## src/rtl/wdog_pkg.sv

```systemverilog
// Package: shared types for the two-stage watchdog.
// Assumes: action codes are 2 bits; code 1 behaves as no action.
package wdog_pkg;
    typedef enum logic [1:0] {
        ITYPE_IRQ  = 2'd0,
        ITYPE_RSVD = 2'd1,
        ITYPE_SMI  = 2'd2,
        ITYPE_NONE = 2'd3
    } itype_e;

    typedef struct packed {
        logic   fast;
        itype_e itype;
        logic   reboot_en;
        logic   free_run;
        logic   enable;
    } wd_mode_t;
endpackage

```

## src/rtl/wdog_cfg_regs.sv

```systemverilog
// Module: configuration latches for the watchdog.
// Holds mode, control and preload fields. Restores them all to their
// defaults when the restore input is high, which takes priority over writes.
// Derives start (enable rising) and stop (enable written low) strobes.
// Assumes: restore is only raised when neither start nor stop is active.
module wdog_cfg_regs
    import wdog_pkg::*;
#(
    parameter int PRE_W = 20
) (
    input  logic             clk,
    input  logic             rst_n,
    input  logic             mode_wr,
    input  logic             mode_fast,
    input  logic [1:0]       mode_itype,
    input  logic             mode_reboot_en,
    input  logic             ctl_wr,
    input  logic             ctl_enable,
    input  logic             ctl_free_run,
    input  logic             pre1_wr,
    input  logic             pre2_wr,
    input  logic [PRE_W-1:0] pre_val,
    input  logic             restore,
    output wd_mode_t         mode,
    output logic [PRE_W-1:0] pre1,
    output logic [PRE_W-1:0] pre2,
    output logic             start,
    output logic             stop
);
    localparam logic [PRE_W-1:0] PRE_DEFAULT = {PRE_W{1'b1}};
    localparam wd_mode_t MODE_DEFAULT = '{fast: 1'b0, itype: ITYPE_IRQ,
        reboot_en: 1'b1, free_run: 1'b0, enable: 1'b0};

    // Start on a 0->1 enable write; stop on any enable=0 write.
    always_comb begin
        start = ctl_wr && ctl_enable && !mode.enable;
        stop  = ctl_wr && !ctl_enable;
    end

    // Latch fields; reset or reboot restore returns defaults.
    always_ff @(posedge clk) begin
        if (!rst_n || restore) begin
            mode <= MODE_DEFAULT;
            pre1 <= PRE_DEFAULT;
            pre2 <= PRE_DEFAULT;
        end else begin
            if (mode_wr) begin
                mode.fast      <= mode_fast;
                mode.itype     <= itype_e'(mode_itype);
                mode.reboot_en <= mode_reboot_en;
            end
            if (ctl_wr) begin
                mode.enable   <= ctl_enable;
                mode.free_run <= ctl_free_run;
            end
            if (pre1_wr) pre1 <= pre_val;
            if (pre2_wr) pre2 <= pre_val;
        end
    end

    assert_restore_defaults_R6: assert property (@(posedge clk) disable iff (!rst_n)
        restore |=> (!mode.enable && mode.itype == ITYPE_IRQ && mode.reboot_en
                     && !mode.fast && !mode.free_run && pre1 == PRE_DEFAULT));

    assert_start_sets_enable_R3: assert property (@(posedge clk) disable iff (!rst_n)
        start |=> mode.enable);
endmodule

```

## src/rtl/wdog_stage_ctrl.sv

```systemverilog
// Module: two-stage countdown sequencer.
// Loads the counter with preload << shift at each stage start and counts
// down. On expiry it issues the stage 1 action, or the stage 2 reboot,
// free-run restart or stop. Pulses are registered and one cycle wide.
// Priority: stop > restart (start or enabled ping) > expiry > count.
module wdog_stage_ctrl
    import wdog_pkg::*;
#(
    parameter int PRE_W      = 20,
    parameter int SHIFT_SLOW = 15,
    parameter int SHIFT_FAST = 5
) (
    input  logic             clk,
    input  logic             rst_n,
    input  wd_mode_t         mode,
    input  logic [PRE_W-1:0] pre1,
    input  logic [PRE_W-1:0] pre2,
    input  logic             start,
    input  logic             stop,
    input  logic             ping,
    output logic             stage_two,
    output logic             irq_q,
    output logic             smi_q,
    output logic             rst_q,
    output logic             reboot_evt
);
    localparam int CNT_W = PRE_W + SHIFT_SLOW;

    logic             running;
    logic [CNT_W-1:0] cnt;
    logic             restart, expire, s1_exp, s2_exp;
    logic [CNT_W-1:0] load1, load2;

    // Convert a preload into a cycle count under the selected scale.
    function automatic logic [CNT_W-1:0] scaled(input logic [PRE_W-1:0] p,
                                                input logic fast);
        logic [CNT_W-1:0] w;
        w = CNT_W'(p);
        return fast ? (w << SHIFT_FAST) : (w << SHIFT_SLOW);
    endfunction

    // Decode restart and expiry events for this cycle.
    always_comb begin
        load1      = scaled(pre1, mode.fast);
        load2      = scaled(pre2, mode.fast);
        restart    = start || (ping && mode.enable);
        expire     = running && (cnt <= CNT_W'(1)) && !stop && !restart;
        s1_exp     = expire && !stage_two;
        s2_exp     = expire && stage_two;
        reboot_evt = s2_exp && mode.reboot_en;
    end

    // Counter, stage and pulse registers.
    always_ff @(posedge clk) begin
        if (!rst_n) begin
            running   <= 1'b0;
            stage_two <= 1'b0;
            cnt       <= '0;
            irq_q     <= 1'b0;
            smi_q     <= 1'b0;
            rst_q     <= 1'b0;
        end else begin
            irq_q <= 1'b0;
            smi_q <= 1'b0;
            rst_q <= 1'b0;
            if (stop) begin
                running <= 1'b0;
            end else if (restart) begin
                running   <= 1'b1;
                stage_two <= 1'b0;
                cnt       <= load1;
            end else if (s1_exp) begin
                stage_two <= 1'b1;
                cnt       <= load2;
                irq_q     <= (mode.itype == ITYPE_IRQ);
                smi_q     <= (mode.itype == ITYPE_SMI);
            end else if (s2_exp) begin
                if (mode.reboot_en) begin
                    rst_q     <= 1'b1;
                    running   <= 1'b0;
                    stage_two <= 1'b0;
                end else if (mode.free_run) begin
                    stage_two <= 1'b0;
                    cnt       <= load1;
                end else begin
                    running <= 1'b0;
                end
            end else if (running) begin
                cnt <= cnt - CNT_W'(1);
            end
        end
    end

    assert_stop_halts_R3: assert property (@(posedge clk) disable iff (!rst_n)
        stop |=> !running);

    assert_action_in_stage2_R5: assert property (@(posedge clk) disable iff (!rst_n)
        (irq_q || smi_q) |-> (stage_two && running));

    assert_reboot_returns_R6: assert property (@(posedge clk) disable iff (!rst_n)
        rst_q |-> (!stage_two && !running));

    assert_pulse_one_cycle_R9: assert property (@(posedge clk) disable iff (!rst_n)
        (irq_q || smi_q || rst_q) |=> !(irq_q || smi_q || rst_q));

    assert_pulse_exclusive_R9: assert property (@(posedge clk) disable iff (!rst_n)
        $onehot0({irq_q, smi_q, rst_q}));
endmodule

```

## src/rtl/wdog_reboot_flag.sv

```systemverilog
// Module: sticky previous-reboot flag.
// Not touched by the block reset, so it survives the reset that a reboot
// request causes. Starts at 0 through its power-up value. A set event
// wins over a clear in the same cycle.
module wdog_reboot_flag (
    input  logic clk,
    input  logic rst_n,
    input  logic set,
    input  logic clr,
    output logic flag
);
    logic flag_q = 1'b0;

    // Set on reboot event, clear on explicit request only.
    always_ff @(posedge clk) begin
        if (set)      flag_q <= 1'b1;
        else if (clr) flag_q <= 1'b0;
    end

    assign flag = flag_q;

    assert_flag_set_R6: assert property (@(posedge clk) disable iff (!rst_n)
        set |=> flag);

    assert_flag_clear_R8: assert property (@(posedge clk) disable iff (!rst_n)
        (clr && !set) |=> !flag);
endmodule

```

## src/rtl/wdog_two_stage.sv

```systemverilog
// Module: top of the two-stage watchdog countdown core.
// Joins the configuration latches, the stage sequencer and the sticky flag.
// Assumes: all strobes are synchronous to clk and one cycle wide.
module wdog_two_stage
    import wdog_pkg::*;
#(
    parameter int PRE_W      = 20,
    parameter int SHIFT_SLOW = 15,
    parameter int SHIFT_FAST = 5
) (
    input  logic             clk,
    input  logic             rst_n,
    input  logic             mode_wr,
    input  logic             mode_fast,
    input  logic [1:0]       mode_itype,
    input  logic             mode_reboot_en,
    input  logic             ctl_wr,
    input  logic             ctl_enable,
    input  logic             ctl_free_run,
    input  logic             pre1_wr,
    input  logic             pre2_wr,
    input  logic [PRE_W-1:0] pre_val,
    input  logic             ping,
    input  logic             flag_clr,
    output logic             irq_pulse,
    output logic             smi_pulse,
    output logic             sysrst_pulse,
    output logic [1:0]       stage,
    output logic             reboot_flag
);
    wd_mode_t         mode;
    logic [PRE_W-1:0] pre1, pre2;
    logic             start, stop, stage_two, reboot_evt;

    wdog_cfg_regs #(.PRE_W(PRE_W)) cfg_i (
        .clk(clk), .rst_n(rst_n),
        .mode_wr(mode_wr), .mode_fast(mode_fast), .mode_itype(mode_itype),
        .mode_reboot_en(mode_reboot_en),
        .ctl_wr(ctl_wr), .ctl_enable(ctl_enable), .ctl_free_run(ctl_free_run),
        .pre1_wr(pre1_wr), .pre2_wr(pre2_wr), .pre_val(pre_val),
        .restore(reboot_evt),
        .mode(mode), .pre1(pre1), .pre2(pre2), .start(start), .stop(stop)
    );

    wdog_stage_ctrl #(.PRE_W(PRE_W), .SHIFT_SLOW(SHIFT_SLOW),
                      .SHIFT_FAST(SHIFT_FAST)) seq_i (
        .clk(clk), .rst_n(rst_n), .mode(mode), .pre1(pre1), .pre2(pre2),
        .start(start), .stop(stop), .ping(ping),
        .stage_two(stage_two), .irq_q(irq_pulse), .smi_q(smi_pulse),
        .rst_q(sysrst_pulse), .reboot_evt(reboot_evt)
    );

    wdog_reboot_flag flag_i (
        .clk(clk), .rst_n(rst_n), .set(reboot_evt), .clr(flag_clr),
        .flag(reboot_flag)
    );

    // Present the stage as the number 1 or 2.
    assign stage = stage_two ? 2'd2 : 2'd1;

    assert_reset_state_R1: assert property (@(posedge clk)
        !rst_n |=> (stage == 2'd1 && !irq_pulse && !smi_pulse && !sysrst_pulse));

    assert_flag_with_reset_R6: assert property (@(posedge clk) disable iff (!rst_n)
        sysrst_pulse |-> reboot_flag);
endmodule

```

## config.mk

```make
export PLATFORM = sky130hd
export DESIGN_NAME = wdog_two_stage
export DESIGN_NICKNAME = d
export VERILOG_FILES = /design/src/rtl/wdog_pkg.sv /design/src/rtl/wdog_cfg_regs.sv /design/src/rtl/wdog_stage_ctrl.sv /design/src/rtl/wdog_reboot_flag.sv /design/src/rtl/wdog_two_stage.sv
export SDC_FILE = /design/constraint.sdc
export NUM_CORES = 1
export LEC_CHECK = 0
export ABC_AREA = 1
export BUFFER_PORTS_ARGS = -buffer_cell sky130_fd_sc_hd__buf_4
export CAP_MARGIN = 20
export CORE_ASPECT_RATIO = 0.75
export CORE_MARGIN = 5
export CORE_UTILIZATION = 55
export CTS_CLUSTER_DIAMETER = 40
export DETAILED_ROUTE_END_ITERATION = 8
export GPL_TIMING_DRIVEN = 0
export PLACE_DENSITY_LB_ADDON = 0.08
export SLEW_MARGIN = 40
export SYNTH_ARGS = -nofsm -noshare
export SYNTH_HDL_FRONTEND = slang
export SYNTH_HIERARCHICAL = 1
export SYNTH_SLANG_ARGS = --single-unit
```

## constraint.sdc

```tcl
create_clock -name clk -period 4.5 [get_ports clk]
set_clock_uncertainty 0.15 [all_clocks]
set_input_delay 0.675 -clock clk [delete_from_list [all_inputs] [get_ports clk]]
set_output_delay 0.675 -clock clk [all_outputs]
set_load 0.02 [all_outputs]
```

# Yosys cells after proc, flatten, opt, wreduce, memory -nomap -nowiden
# Cells that the tools add are included.
# op_classes
add_sub_neg	1
order_cmp	1
n_eq_ne	5
mux	20
n_bitwise	4
n_reduce_logical	29
# op_table
cell	n
$mux W35	8
$le A35 B1 Y1 const B	1
$sub A35 B1 Y35 const B	1
$mux W1	11
$logic_and A1 B1 Y1	10
$ne A4 B2 Y1 const B	2
$reduce_bool A4 Y1	2
$logic_not A1 Y1	6
$reduce_and A3 Y1	2
$reduce_or A5 Y1	1
$not A1 Y1	4
$reduce_and A4 Y1	1
$reduce_or A4 Y1	1
$ne A3 B1 Y1 const B	1
$reduce_bool A3 Y1	1
$eq A2 B2 Y1 const B	1
$logic_not A2 Y1	1
$logic_or A1 B1 Y1	2
$mux W2	1
$ne A2 B1 Y1 const B	1
$reduce_bool A2 Y1	1
$reduce_or A2 Y1	1
# word_totals
ff_bits	87
inputBits	34

# Depth between registers and ports, before layout
# depth
depth_word	9
depth_mapped	17
depth_no_buf	15

# Hierarchy
# The synthesis kept the hierarchy.
# modules_own_cells
mod	instances	cells_per_inst	area_per_inst_um2	seq_area_each_um2
wdog_stage_ctrl	1	775	4292.9	800.8
wdog_cfg_regs	1	205	1691.6	920.9
wdog_reboot_flag	1	5	35.0	20.0
wdog_two_stage	1	2	11.3	0.0

# Worst setup path before layout
# OpenSTA, ideal clock, no wires.
# synth_path
path_type	input-to-reg
from	input port ctl_wr
to	register seq_i.cnt[19]
arrival_time_ns	2.083
required_ns	4.237
slack_ns	2.154
cell_stages	14
n_path_buf	2
cell_sequence	nand2_1 nor2_1 a21oi_4 inv_2 nor2_4 nand3_2 buf_6 nand2_8 inv_6 buf_6 nand3_1 nand2_1 nor2_1 nor2_1
# synth_via
elab_chain_cells	9
# synth_lines
item	line_no	rtl
start: declaration	wdog_two_stage.sv:17	input logic ctl_wr,
$logic_and A1 B1 Y1 * (2 in series)	wdog_cfg_regs.sv:36	start = ctl_wr && ctl_enable && !mode.enable;
via start	wdog_two_stage.sv:33	logic start, stop, stage_two, reboot_evt;
$logic_or A1 B1 Y1 *	wdog_stage_ctrl.sv:46	restart = start || (ping && mode.enable);
$logic_not A1 Y1	wdog_stage_ctrl.sv:47	expire = running && (cnt <= CNT_W'(1)) && !stop && !restart;
$logic_and A1 B1 Y1	wdog_stage_ctrl.sv:47	
$logic_and A1 B1 Y1	wdog_stage_ctrl.sv:49	s2_exp = expire && stage_two;
$mux W35	wdog_stage_ctrl.sv:77	end else if (s2_exp) begin
$mux W35	wdog_stage_ctrl.sv:72	end else if (s1_exp) begin
$mux W35	wdog_stage_ctrl.sv:68	end else if (restart) begin
end signal: assignment	wdog_stage_ctrl.sv:71	cnt <= load1;
end signal: assignment	wdog_stage_ctrl.sv:74	cnt <= load2;
end signal: assignment	wdog_stage_ctrl.sv:84	cnt <= load1;
end: declaration	wdog_stage_ctrl.sv:30	logic [CNT_W-1:0] cnt;
# Mark *: on every way through the listed nets, which the timed path passes. The rest lies on a longest branch.
# A chain may end at the register's enable or synchronous reset.

# Worst setup path in the final report
# layout_path
from	input port ctl_wr
to	register seq_i.cnt[33]
# Same word-level chain as after synthesis.

==> flow_metrics.py <==
metrics = {
    "setup_path": {
        "cp_common_cell": "nor2_1",
        "startpoint_type": "input port",
        "cpLargestDelayFamily": "simple AND/OR/NAND/NOR gates",
        "worstPathMaxFanout": 10,
        "cp_slowest_cell": "clkbuf_1",
        "critical-path-max-stage-delay_ps": 450,
        "path_cells": "buf_4, nand2_1, nor2_1, a21oi_4, inv_2, nor2_4, clkbuf_1, nand4_1, nand3_2, nand2_1, nor2_1, nor2_1",
        "arrival_ps": 2700,
        "end_kind": "flip-flop",
        "cp.required_ps": 4580,
        "r2r_setup_slack_ps": 1990,
        "crit_type": "in -> reg",
        "critical_path_buf_inv_count": 3,
    },
    "power": {
        "peakVddDrop_uv": 220,
        "leakagePower_nw": 3.47,
        "power_mw": 2.39,
        "power-per-cell-area_nw_per_um2": 352,
    },
    "logic_synthesis": {
        "ys_ff_latch": 87,
        "synth.avg_cell_area_sq_um": 6.11,
        "syn-num-nets": 1023,
        "ys_async_sr_fraction_pct": 0,
        "netlist_area_sq_um": 6030,
        "synth.distinct_cells": 36,
        "ys.flop_type": "dfxtp_1",
        "synth_edf_count": 0,
        "ys_seq_area_share_pct": 28.9,
        "synthCells": 987,
        "ys_warn_count": 6,
    },
    "placement": {
        "dpl_worst_slack_ps": 1590,
        "gp_routability_congestion": 0.979,
        "port-buffer-count": 39,
        "dp.cells": 1166,
        "hpwl_mm": 14.3,
        "placed_cell_area_sq_um": 6500,
    },
    "status": {
        "status": "finished, final reports clean",
    },
    "cts": {
        "htreeDepth": 3,
        "cts_buffers": 9,
        "root_buffer": "clkbuf_16",
        "cts_hold_buf": 0,
        "cts_sinks": 87,
        "cts_tree": "yes",
        "cts_resized": 0,
        "clk_pin_slew_ps": 70,
        "cts_setup_buffers": 0,
        "clk_latency_ps": 340,
        "cts_buffer_depth": 2,
    },
    "min_path": {
        "hp-class": "reg -> reg",
    },
    "detailed_routing": {
        "vias": 6346,
        "drtIter0Drc": 646,
        "ant_nets": 0,
        "wl_per_cell_um": 15.2,
        "drt-total-wl_mm": 17.9,
        "drcViolationCount": 0,
        "viasPerCell": 5.37,
        "drtPass1Iterations": 5,
    },
    "timing": {
        "rsz0062_at_grt": "false",
        "max_freq_mhz": 383,
        "min_period_over_period_pct": 58.1,
        "finalWorstSetupSlack_ps": 1890,
        "hold_viol_final": 0,
        "worst_pin_slew_ps": 599,
        "setup_violations": 0,
        "drv_slew": 0,
        "period_minus_slack_ps": 2610,
        "hold_ws_ps": 296,
        "fin_setup_tns_ps": 0,
        "relSlewSlack_pct": 60.1,
    },
    "floorplan": {
        "die_height_um": 101,
        "core_sq_um": 10800,
        "initial_utilization_pct": 55.7,
        "ios": 40,
        "die-area_sq_um": 13200,
        "rows": 33,
        "fp.dieW_um": 131,
    },
    "finish": {
        "layout.cells.non_filler": 1181,
        "layout.nets": 1073,
        "diodes": 0,
        "utilization_pct": 62.6,
        "nFillCells": 1125,
        "areaGrowthSynthToFinish_pct": 12.3,
        "design_area_sq_um": 6770,
        "layout-drive-gt1-share_pct": 12.9,
    },
    "global_routing": {
        "gr-usage-met3_pct": 8.74,
        "grt_busiest_layer": "met1",
        "gr-usage-met1_pct": 41.2,
        "grt_pass1_vias": 5709,
        "met2_usage_pct": 39.8,
        "grt_usage_pct": 27.7,
        "grt_pass1_wl_mm": 28.6,
        "antenna_found_initial": 0,
        "grt_max_degree": 16,
        "grt-ovfl-total": 0,
    },
    "flow_run": {
        "drv_cap": 0,
    },
}
-- worst reg2reg max path, cell delays in order, from the launching register on --
cell and delay (ps):
dfxtp_1 390, nor2_1 90, a21oi_4 390, inv_2 150, nor2_4 240, clkbuf_1 450, nand4_1 180, nand3_2 110
nand2_1 50, nor2_1 140, nor2_1 60
-- layer usage --
layer | wire length (um) | part of all wire [%]
met1 | 8300 | 46
met2 | 7250 | 40
met3 | 2180 | 12
met4 | 171 | 0.96
met5 | 0 | 0
-- final cells by class --
| cell class | count | area (sq um) | share of cell area [%] |
|---|---|---|---|
| buffer | 54 | 323 | 4.77 |
| clock buffer | 9 | 225 | 3.33 |
| tap | 140 | 175 | 2.59 |
| clock inverter | 6 | 46.3 | 0.684 |
| multi-input combinational | 752 | 3600 | 53.2 |
| inverter | 94 | 363 | 5.36 |
| sequential | 87 | 1740 | 25.7 |
| timing repair buffer | 39 | 293 | 4.32 |
-- report_power, final --
group / leakage [nW] / internal [mW] / switching (mW)
Sequential: 0.720 / 0.836 / 0.0752
Combinational: 2.63 / 0.277 / 0.503
Clock: 0.128 / 0.374 / 0.320
Total: 3.47 / 1.49 / 0.898
-- sequential cells by signal, summed over array words and instances, names as in the netlist --
| name | cells |
|---|---|
| seq_i/cnt | 35 |
| cfg_i/mode | 6 |
| seq_i/stage_two | 1 |
| cfg_i/pre2 | 20 |
| seq_i/running | 1 |
| seq_i/smi_q | 1 |
| flag_i/flag | 1 |
| seq_i/irq_q | 1 |
| cfg_i/pre1 | 20 |
| seq_i/rst_q | 1 |
-- final timing paths --
path / endpoint / depth (start not counted) / startpoint
min: flag_i/flag$_SDFFE_PP1P_ / 2 / flag_i/flag$_SDFFE_PP1P_
max reg2reg: seq_i/cnt[33]$_SDFFE_PN0P_ / 10 / cfg_i/mode[0]$_SDFFE_PP0P_
min reg2reg: flag_i/flag$_SDFFE_PP1P_ / 2 / flag_i/flag$_SDFFE_PP1P_
max: seq_i/cnt[33]$_SDFFE_PN0P_ / 12 / ctl_wr
-- cell families after synthesis --
kind of cell | synth area share [%]
XOR/XNOR | 4.07
flip-flops | 28.9
AND/OR/NAND/NOR | 49.6
adder cells (fa/ha/maj) | 0.415
multiplexers | 1.16
AO/OA/AOI/OAI | 4.50
buffers and inverters | 11.4
-- synth_stat cells, types with 2 or more instances --
library cell,number,area (sq um)
xnor2_1,2,17.5
nor2_1,133,499
o211ai_1,2,15.0
inv_2,5,18.8
nor2_4,4,45.0
mux2i_1,7,70.1
and2_1,2,12.5
nor3b_1,3,22.5
clkbuf_1,25,93.8
nand3_2,27,270
inv_1,86,323
nand2_8,2,40.0
nand4_1,42,263
nand2_4,4,45.0
xor2_1,26,228
nand3_1,66,330
nand2_1,370,1390
o21ai_0,37,185
dfxtp_1,87,1740
a21oi_1,8,40.0
buf_6,10,113
buf_2,14,70.1
nor4_1,2,12.5
inv_6,2,17.5
nor2_2,5,31.3
ha_1,2,25.0
o21ai_1,3,15.0
buf_4,3,22.5
-- layout by cell type (no fill, tap or decap), drive strengths merged --
master	synthesis	final
nor3b	3	3
nor2	142	142
nor4	2	2
clkbuf	25	34
and2	2	2
inv	93	94
xnor2	2	2
a21oi	9	9
nand4	43	43
ha	2	2
dfxtp	87	87
clkinvlp	0	2
xor2	26	26
o21ai	40	40
mux2i	7	7
buf	29	68
nor3	1	1
nand2	377	377
clkinv	1	4
nand3	93	93
nand3b	1	1
o211ai	2	2
(Power assumes the default switching activity.)
